--- src/rtl/loc_tmr_pkg.sv ---
package loc_tmr_pkg;
  typedef enum logic [1:0] {
    MODE_ONE = 2'b00,
    MODE_PER = 2'b01,
    MODE_DL  = 2'b10,
    MODE_RSV = 2'b11
  } tmr_mode_e;

  localparam logic [2:0] A_ENTRY = 3'd0;
  localparam logic [2:0] A_INIT  = 3'd1;
  localparam logic [2:0] A_CUR   = 3'd2;
  localparam logic [2:0] A_DIV   = 3'd3;
  localparam logic [2:0] A_DL    = 3'd4;

  localparam int unsigned VEC_LSB  = 0;
  localparam int unsigned MASK_BIT = 16;
  localparam int unsigned MODE_LSB = 17;

  typedef struct packed {
    tmr_mode_e   mode;
    logic        mask;
    logic [7:0]  vec;
  } tmr_entry_t;
endpackage

--- src/rtl/loc_tmr_regs.sv ---
module loc_tmr_regs
  import loc_tmr_pkg::*;
#(
  parameter int unsigned DATA_W = 64,
  parameter int unsigned CNT_W  = 32
) (
  input  logic              clk_i,
  input  logic              rst_ni,
  input  logic              wr_en_i,
  input  logic [2:0]        wr_addr_i,
  input  logic [DATA_W-1:0] wr_data_i,
  output tmr_entry_t        entry_o,
  output logic [CNT_W-1:0]  init_o,
  output logic [3:0]        div_cfg_o,
  output logic              ld_o,
  output logic              dl_wr_o
);
  tmr_entry_t       entry_q;
  logic [CNT_W-1:0] init_q;
  logic [3:0]       div_q;

  always_ff @(posedge clk_i or negedge rst_ni) begin
    if (!rst_ni) begin
      entry_q <= '{mode: MODE_ONE, mask: 1'b1, vec: 8'h00};
      init_q  <= '0;
      div_q   <= 4'h0;
    end else if (wr_en_i) begin
      unique case (wr_addr_i)
        A_ENTRY: begin
          entry_q.vec  <= wr_data_i[VEC_LSB +: 8];
          entry_q.mask <= wr_data_i[MASK_BIT];
          entry_q.mode <= tmr_mode_e'(wr_data_i[MODE_LSB +: 2]);
        end
        A_INIT:  init_q <= wr_data_i[CNT_W-1:0];
        A_DIV:   div_q  <= wr_data_i[3:0];
        default: ;
      endcase
    end
  end

  assign entry_o   = entry_q;
  assign init_o    = init_q;
  assign div_cfg_o = div_q;
  assign ld_o      = wr_en_i && (wr_addr_i == A_INIT);
  assign dl_wr_o   = wr_en_i && (wr_addr_i == A_DL);
endmodule

--- src/rtl/loc_tmr_presc.sv ---
module loc_tmr_presc #(
  parameter int unsigned PW = 7
) (
  input  logic       clk_i,
  input  logic       rst_ni,
  input  logic [3:0] div_cfg_i,
  input  logic       clr_i,
  output logic       tick_o
);
  logic [2:0]    idx;
  logic [PW-1:0] div_m1;
  logic [PW-1:0] cnt_q;

  assign idx    = {div_cfg_i[3], div_cfg_i[1:0]};
  assign div_m1 = (idx == 3'd7) ? '0 : PW'((32'd2 << idx) - 32'd1);
  // >= so a smaller divide chosen mid-run cannot strand the counter
  assign tick_o = !clr_i && (cnt_q >= div_m1);

  always_ff @(posedge clk_i or negedge rst_ni) begin
    if (!rst_ni)                cnt_q <= '0;
    else if (clr_i || tick_o)   cnt_q <= '0;
    else                        cnt_q <= cnt_q + 1'b1;
  end


  tick_bound_chk: assert property (@(posedge clk_i) disable iff (!rst_ni)
    (cnt_q < div_m1 && !clr_i) |=> (cnt_q == $past(cnt_q) + 1'b1));
endmodule

--- src/rtl/loc_tmr_count.sv ---
module loc_tmr_count
  import loc_tmr_pkg::*;
#(
  parameter int unsigned CNT_W = 32
) (
  input  logic             clk_i,
  input  logic             rst_ni,
  input  logic             tick_i,
  input  logic             ld_i,
  input  logic [CNT_W-1:0] ld_val_i,
  input  logic [CNT_W-1:0] init_i,
  input  tmr_mode_e        mode_i,
  output logic [CNT_W-1:0] cur_o,
  output logic             expire_o
);
  logic [CNT_W-1:0] cur_q;
  logic             run;
  logic             last;

  assign run      = (mode_i != MODE_DL);
  assign last     = (cur_q == CNT_W'(1));
  assign expire_o = !ld_i && tick_i && run && last;

  always_ff @(posedge clk_i or negedge rst_ni) begin
    if (!rst_ni) begin
      cur_q <= '0;
    end else if (ld_i) begin
      cur_q <= ld_val_i;
    end else if (tick_i && run && cur_q != '0) begin
      if (last) cur_q <= (mode_i == MODE_PER) ? init_i : '0;
      else      cur_q <= cur_q - 1'b1;
    end
  end

  assign cur_o = cur_q;


  zero_hold_chk: assert property (@(posedge clk_i) disable iff (!rst_ni)
    (cur_q == '0 && !ld_i) |=> (cur_q == '0));

  count_dec_chk: assert property (@(posedge clk_i) disable iff (!rst_ni)
    (!ld_i && tick_i && run && cur_q > CNT_W'(1)) |=> (cur_q == $past(cur_q) - 1'b1));

  reload_chk: assert property (@(posedge clk_i) disable iff (!rst_ni)
    (!ld_i && tick_i && mode_i == MODE_PER && last) |=> (cur_q == $past(init_i)));

  dl_freeze_chk: assert property (@(posedge clk_i) disable iff (!rst_ni)
    (!ld_i && mode_i == MODE_DL) |=> $stable(cur_q));
endmodule

--- src/rtl/loc_tmr_dl.sv ---
module loc_tmr_dl #(
  parameter int unsigned TS_W = 64
) (
  input  logic            clk_i,
  input  logic            rst_ni,
  input  logic            wr_i,
  input  logic [TS_W-1:0] wr_val_i,
  input  logic [TS_W-1:0] tsc_i,
  input  logic            armed_i,
  output logic [TS_W-1:0] dl_o,
  output logic            expire_o
);
  logic [TS_W-1:0] dl_q;

  // a write in the same cycle wins over a hit
  assign expire_o = armed_i && !wr_i && (dl_q != '0) && (tsc_i >= dl_q);

  always_ff @(posedge clk_i or negedge rst_ni) begin
    if (!rst_ni)       dl_q <= '0;
    else if (wr_i)     dl_q <= wr_val_i;
    else if (expire_o) dl_q <= '0;
  end

  assign dl_o = dl_q;


  dl_clear_chk: assert property (@(posedge clk_i) disable iff (!rst_ni)
    expire_o |=> (dl_q == '0));

  dl_hold_chk: assert property (@(posedge clk_i) disable iff (!rst_ni)
    (!wr_i && !expire_o) |=> $stable(dl_q));
endmodule

--- src/rtl/loc_tmr.sv ---
module loc_tmr
  import loc_tmr_pkg::*;
#(
  parameter int unsigned DATA_W = 64,
  parameter int unsigned CNT_W  = 32,
  parameter int unsigned TS_W   = 64,
  parameter int unsigned PW     = 7
) (
  input  logic              clk_i,
  input  logic              rst_ni,
  input  logic              wr_en_i,
  input  logic [2:0]        wr_addr_i,
  input  logic [DATA_W-1:0] wr_data_i,
  input  logic [2:0]        rd_addr_i,
  output logic [DATA_W-1:0] rd_data_o,
  input  logic [TS_W-1:0]   tsc_i,
  output logic              irq_o,
  output logic [7:0]        irq_vec_o
);
  tmr_entry_t       entry;
  logic [CNT_W-1:0] init_cnt, cur_cnt;
  logic [3:0]       div_cfg;
  logic             ld, dl_wr, tick, cnt_exp, dl_exp;
  logic [TS_W-1:0]  dl_val;
  logic             irq_q;
  logic [7:0]       vec_q;

  loc_tmr_regs #(.DATA_W(DATA_W), .CNT_W(CNT_W)) i_regs (
    .clk_i, .rst_ni, .wr_en_i, .wr_addr_i, .wr_data_i,
    .entry_o(entry), .init_o(init_cnt), .div_cfg_o(div_cfg),
    .ld_o(ld), .dl_wr_o(dl_wr)
  );

  loc_tmr_presc #(.PW(PW)) i_presc (
    .clk_i, .rst_ni, .div_cfg_i(div_cfg), .clr_i(ld), .tick_o(tick)
  );

  loc_tmr_count #(.CNT_W(CNT_W)) i_count (
    .clk_i, .rst_ni, .tick_i(tick), .ld_i(ld),
    .ld_val_i(wr_data_i[CNT_W-1:0]), .init_i(init_cnt),
    .mode_i(entry.mode), .cur_o(cur_cnt), .expire_o(cnt_exp)
  );

  loc_tmr_dl #(.TS_W(TS_W)) i_dl (
    .clk_i, .rst_ni, .wr_i(dl_wr), .wr_val_i(wr_data_i[TS_W-1:0]),
    .tsc_i, .armed_i(entry.mode == MODE_DL), .dl_o(dl_val), .expire_o(dl_exp)
  );

  always_ff @(posedge clk_i or negedge rst_ni) begin
    if (!rst_ni) begin
      irq_q <= 1'b0;
      vec_q <= '0;
    end else begin
      irq_q <= (cnt_exp || dl_exp) && !entry.mask;
      vec_q <= entry.vec;
    end
  end

  assign irq_o     = irq_q;
  assign irq_vec_o = vec_q;

  always_comb begin
    rd_data_o = '0;
    unique case (rd_addr_i)
      A_ENTRY: begin
        rd_data_o[VEC_LSB +: 8]  = entry.vec;
        rd_data_o[MASK_BIT]      = entry.mask;
        rd_data_o[MODE_LSB +: 2] = entry.mode;
      end
      A_INIT:  rd_data_o[CNT_W-1:0] = init_cnt;
      A_CUR:   rd_data_o[CNT_W-1:0] = cur_cnt;
      A_DIV:   rd_data_o[3:0]       = div_cfg;
      A_DL:    rd_data_o[TS_W-1:0]  = dl_val;
      default: rd_data_o = '0;
    endcase
  end


  expire_excl_chk: assert property (@(posedge clk_i) disable iff (!rst_ni)
    $onehot0({cnt_exp, dl_exp}));

  mask_quiet_chk: assert property (@(posedge clk_i) disable iff (!rst_ni)
    (entry.mask && !(wr_en_i && wr_addr_i == A_ENTRY)) |=> !irq_o);
endmodule

--- config.mk ---
export PLATFORM = sky130hd
export DESIGN_NAME = loc_tmr
export DESIGN_NICKNAME = d
export VERILOG_FILES = /design/src/rtl/loc_tmr_pkg.sv /design/src/rtl/loc_tmr_regs.sv /design/src/rtl/loc_tmr_presc.sv /design/src/rtl/loc_tmr_count.sv /design/src/rtl/loc_tmr_dl.sv /design/src/rtl/loc_tmr.sv
export SDC_FILE = /design/constraint.sdc
export NUM_CORES = 1
export LEC_CHECK = 0
export BUFFER_PORTS_ARGS = -buffer_cell sky130_fd_sc_hd__buf_2
export CAP_MARGIN = 20
export CORE_MARGIN = 1
export CORE_UTILIZATION = 44
export CTS_CLUSTER_SIZE = 30
export DETAILED_ROUTE_END_ITERATION = 7
export PLACE_DENSITY_LB_ADDON = 0.3
export SYNTH_ARGS = -nofsm -noshare
export SYNTH_HDL_FRONTEND = slang
export SYNTH_SLANG_ARGS = --single-unit
--- constraint.sdc ---
create_clock -name clk_i -period 9.9 [get_ports clk_i]
set_clock_uncertainty 0.1 [all_clocks]
set_input_delay 1.98 -clock clk_i [delete_from_list [all_inputs] [get_ports clk_i]]
set_output_delay 1.98 -clock clk_i [all_outputs]
set_load 0.005 [all_outputs]
Yosys cells after proc, flatten, opt, wreduce, memory -nomap -nowiden
Index checks and enable logic that the tools add are counted.
- output and inout bits: 73
- flip-flop bits (word level): 159
- logic and storage cells: 68
- muxes and demuxes: 14
- reductions and logical operators: 26
- shifts and indexed selects: 1
- equality and inequality tests: 12
- order comparisons: 2
- add/subtract/negate cells: 3
- operators with widths (operator ; count):
    32-bit 2-to-1 mux ; 5
    64-bit 2-to-1 mux ; 2
    64-bit >= comparator ; 1
    64-bit nonzero test ; 1
    13-bit one-hot mux with 3 select lines ; 1
    32-bit by 1-bit == test with 1-bit output (second input constant) ; 1
    32-bit nonzero test ; 1
    32-bit by 1-bit subtractor with 32-bit output (second input constant) ; 1
    8-bit one-hot mux with 3 select lines ; 1
    4-bit one-hot mux with 5 select lines ; 1
    4-bit one-hot mux with 4 select lines ; 1
    7-bit 2-to-1 mux ; 2
    1-bit logical AND ; 12
    3-bit one-hot mux with 4 select lines ; 1
    3-bit by 2-bit == test with 1-bit output (second input constant) ; 3
    3-bit == test (second input constant) ; 3
    7-bit by 1-bit adder with 7-bit output (second input constant) ; 1
    7-bit >= comparator ; 1
    2-bit by 3-bit << shifter with 7-bit output (first input constant) ; 1
    7-bit by 1-bit subtractor with 7-bit output (second input constant) ; 1
    3-bit by 1-bit == test with 1-bit output (second input constant) ; 2
    3-bit logical NOT ; 2
    2-bit AND reduction ; 3
    2-bit nonzero test ; 2
    other kinds (5) ; 8

Logic depth before layout (Yosys ltp)
- depth in word-level cells: 10
- mapped depth: 16
- gate-level depth less buffers: 14

Hierarchy
From an unflattened synthesis, not the netlist that was laid out.
- cell total of the unflattened synthesis: 1144
- area total of the unflattened synthesis: 10740.3 um^2
- modules (own cells, without submodules) (module ; area each (um^2) ; times used ; cells each):
    loc_tmr_dl ; 4282.9 ; 1 ; 460
    loc_tmr_count ; 2675.1 ; 1 ; 341
    loc_tmr_regs ; 1939.4 ; 1 ; 104
    loc_tmr ; 1286.2 ; 1 ; 172
    loc_tmr_presc ; 556.8 ; 1 ; 67

Least setup slack after synthesis
Ideal clock, no wire load.
- kind: in2out
- start point: input port rd_addr_i[0]
- end point: output port rd_data_o[6]
- slack: 4475 ps
- data arrival time: 3345 ps
- cell stages on the path: 5
- cell sequence: clkbuf_1 nor3b_1 clkbuf_1 nand2_1 o21ai_0
- longest elaborated chain between the ends: 2
- elaborated cells on any way between the ends: 5
- RTL lines (what ; line ; RTL):
    start, declared ; loc_tmr.sv:14 ; input logic [2:0] rd_addr_i,
    3-bit == test, or another cell as far along ; loc_tmr.sv:64 ; unique case (rd_addr_i)
    4-bit one-hot mux with 4 select lines (*) ; loc_tmr.sv:64 ;
    end, declared ; loc_tmr.sv:15 ; output logic [DATA_W-1:0] rd_data_o,
Every way passes the cells marked *; elsewhere a longest branch is shown, timed or not.

Final worst setup path
- start point: input port rd_addr_i[2]
- end point: output port rd_data_o[13]
- longest elaborated chain between the ends: 2
- elaborated cells on any way between the ends: 4
- RTL lines (what ; line):
    3-bit == test, or another cell as far along ; loc_tmr.sv:64
    8-bit one-hot mux with 3 select lines (*) ; loc_tmr.sv:64
Marked as above.

==> reports/qor.yml <==
mostFrequentLayoutCells: "nand2_1 (295), buf_2 (208), dfrtp_1 (158), a21oi_1 (116), o21ai_0 (76)"
cts.sinks: 159
synth_area_leader_cell: "dfrtp_1"
fill_cells: 2140
syn_area_um2: 10130
cts_tree: "yes"
die_y_um: 153.7
post_cts_resize_count: 0
cpMostUsedCell: "buf_2"
synth_seq_area_share_pct: 39.29
synth.area.top_cells: "dfrtp_1 (39%), nand2_1 (11%), ha_1 (9.3%), a21oi_1 (5.7%), o21ai_0 (3.8%)"
port_buffers: 209
avgViaCountPerCell: 5.851
crit_type: "input pin to primary output"
worstSkewPairLatency_ns: 0.43
hp-class: "flop to flop"
path_delay_family: "buffers and inverters"
irDropWorstVdd_v: 0.0001285
cts_inserted_buffers: 17
synth_top_family_by_area: "simple AND/OR/NAND/NOR gates"
finalCritPeriodShare_pct: 60.25
tns_ns: 0
syn2layout_area_growth_pct: 18.54
post_drt_wl_per_cell_um: 19.47
route.antenna.remaining_nets: 0
reg2reg_depth: 11
path_buf_inv: 4
ios: 210
grt_usage_pct: 28.64
yosys.area_share.simple_pct: 24.17
post-place-cells: 1681
multi_input_area_um2: 5630
fp.dieW_um: 153.7
start_util_pct: 44.75
syn_area_per_cell_um2: 8.144
cp.arrival_ns: 3.88
period_needed_ns: 5.964
drt_pass1_iterations: 5
worstPathRequired_ns: 7.82
ctsHtreeMaxLevel: 4
async_flop_share_pct: 100.0
overflow: 0
synth-compound-area-share_pct: 17.87
min_path_cells: 0
nets: 1629
synth_nets: 1456
gp_congestion: 0.9204
final_cell_count_no_fill: 1716
finalHoldViolCount: 0
path_clk_slew_ns: 0.06
ys.flop_type: "dfrtp_1"
cts_root_buffer: "clkbuf_16"
path_depth: 7
grt_max_degree: 100
drt_iter0_markers: 821
endpoint_kind: "primary output"
synth_top_area_share_pct: 39.03
worstMarginPinSlew_ns: 1.170
drive_gt1_share_pct: 20.98
fmax_mhz: 167.7
synthCells: 1244
cts_max_path_buffers: 2
synth_mux_area_share_pct: 2.878
max_cap_viol_count: 0
synth_fa_ha_area_share_pct: 9.263
num_vias: 10040
yosysWarnings: 0
finalSetupViolations: 0
slew_viol_final: 0
final_common_cell: "nand2_1"
synth_edf_count: 0
drt-total-wl_um: 33400
worst_path_largest_cell_delay_ns: 0.62
antenna_found_initial: 1
yosysUniqueCellTypes: 66
drc: 0
power.leakage_uw: 0.005643
crit_path_start_kind: "input pin"
critical_path.max_fanout: 46
outcome: "complete, no violations"
synth_xor_area_share_pct: 1.037
dieArea_um2: 23640
cts_hold_buf: 0
cts_setup_buffers: 0
hpwl_um: 24490
grt_setup_unrepaired: "false"
grt_pass1_vias: 9454
critPathSlowestCell: "buf_2"
seq_area_um2: 3980
grt_pass1_wl_um: 52560
power.density_nw_per_um2: 203.6
core.rowCount: 55
path_cells: "buf_2 -> inv_1 -> nor2_1 -> buf_4 -> a22oi_1 -> o21ai_0 -> buf_2"
slew_headroom_pct: 21.55
core_um2: 22640
ys_ff_latch: 159
==> cell usage after synthesis, types with 4 or more instances <==
cell,instances
mux2_2,17
a22oi_1,31
or3_1,9
nor2b_1,4
inv_1,72
o21ai_0,76
xnor2_1,5
ha_1,75
o211ai_1,4
nor3_1,25
a221o_1,5
buf_1,8
a22o_1,4
xor2_1,7
and2_1,4
a21oi_1,116
o21ai_1,5
a31oi_1,4
or2_2,6
buf_2,4
nand3_1,11
nor2_1,68
mux2i_1,10
nand2b_1,8
o22ai_1,7
o21a_1,4
nor4_1,30
o31ai_1,7
nand4_1,16
clkbuf_1,52
dfrtp_1,158
nand2_1,295
and3_1,37
a221oi_1,9
==> cell families after synthesis <==
| logic type | after synthesis |
|---|---|
| mux | 27 |
| compound gates | 299 |
| xor+xnor | 12 |
| buf+inv | 140 |
| simple gates | 532 |
| fa+ha+maj | 75 |
| flops | 159 |
==> cell type report <==
cell class              count  share of cell area [%]
clock buffers              19                   3.772
well taps                 285                   2.969
inverters                  72                   2.250
clock inverters            13                   1.261
flip-flops and latches    159                   33.14
multi-input cells         945                   46.88
diodes                      1                 0.02084
repair buffers            222                   9.700
==> report_power, final <==
group          internal [µW]  switching [µW]  total, µW
Clock                    390             287        676
Combinational            321             419        740
Sequential               812             217       1030
==> flip-flops by register name, summed over array words and instances, names as in the netlist <==
| register | cells |
|---|---|
| i_count.cur_o | 32 |
| i_dl.dl_o | 64 |
| i_presc.cnt_q | 7 |
| i_regs.div_cfg_o | 4 |
| i_regs.entry_o | 11 |
| i_regs.init_o | 32 |
| irq_o | 1 |
| irq_vec_o | 8 |
==> routing by layer <==
| metal | vias to the layer above | GRT usage, % | share of wire, % |
|---|---|---|---|
| li1 | 4705 | - | - |
| met1 | 4832 | 39.12 | 44 |
| met2 | 435 | 45.76 | 47 |
| met3 | 68 | 4.312 | 6.7 |
| met4 | 0 | 11.14 | 2.9 |
| met5 | - | 0 | 0 |
==> path summary, 6_finish.rpt <==
check	from	endpoint	slack (ns)
worst max-delay path	rd_addr_i[2]	rd_data_o[13]	3.94
worst min-delay path	i_regs.entry_o[6]	irq_vec_o[6]	0.31
worst max register to register	i_regs.div_cfg_o[1]	i_count.cur_o[16]	6.03
worst min register to register	i_regs.entry_o[6]	irq_vec_o[6]	0.31
max in group asynchronous	rst_ni	i_dl.dl_o[5]	6.76
min in group asynchronous	rst_ni	i_dl.dl_o[36]	1.55
==> per-stage QoR <==
| stage | setup slack, ns | utilization (%) | area, µm² | total power (µW) | hold WS, ns |
|---|---|---|---|---|---|
| CTS | 3.792 | 52.90 | 11980 | 2447 | 0.3092 |
| detailed placement | 3.797 | 50.23 | 11370 | 1767 | 0.2944 |
| finish | 3.936 | 53.04 | 12010 | 2445 | 0.3112 |
| floorplan | 4.475 | - | 10130 | 1472 | 0.2696 |
| global route | 3.673 | 53.03 | 12010 | 2605 | 0.3217 |
| global placement | 3.889 | 50.23 | 11370 | 1739 | 0.2933 |
Power figures use the tool's default switching activity.
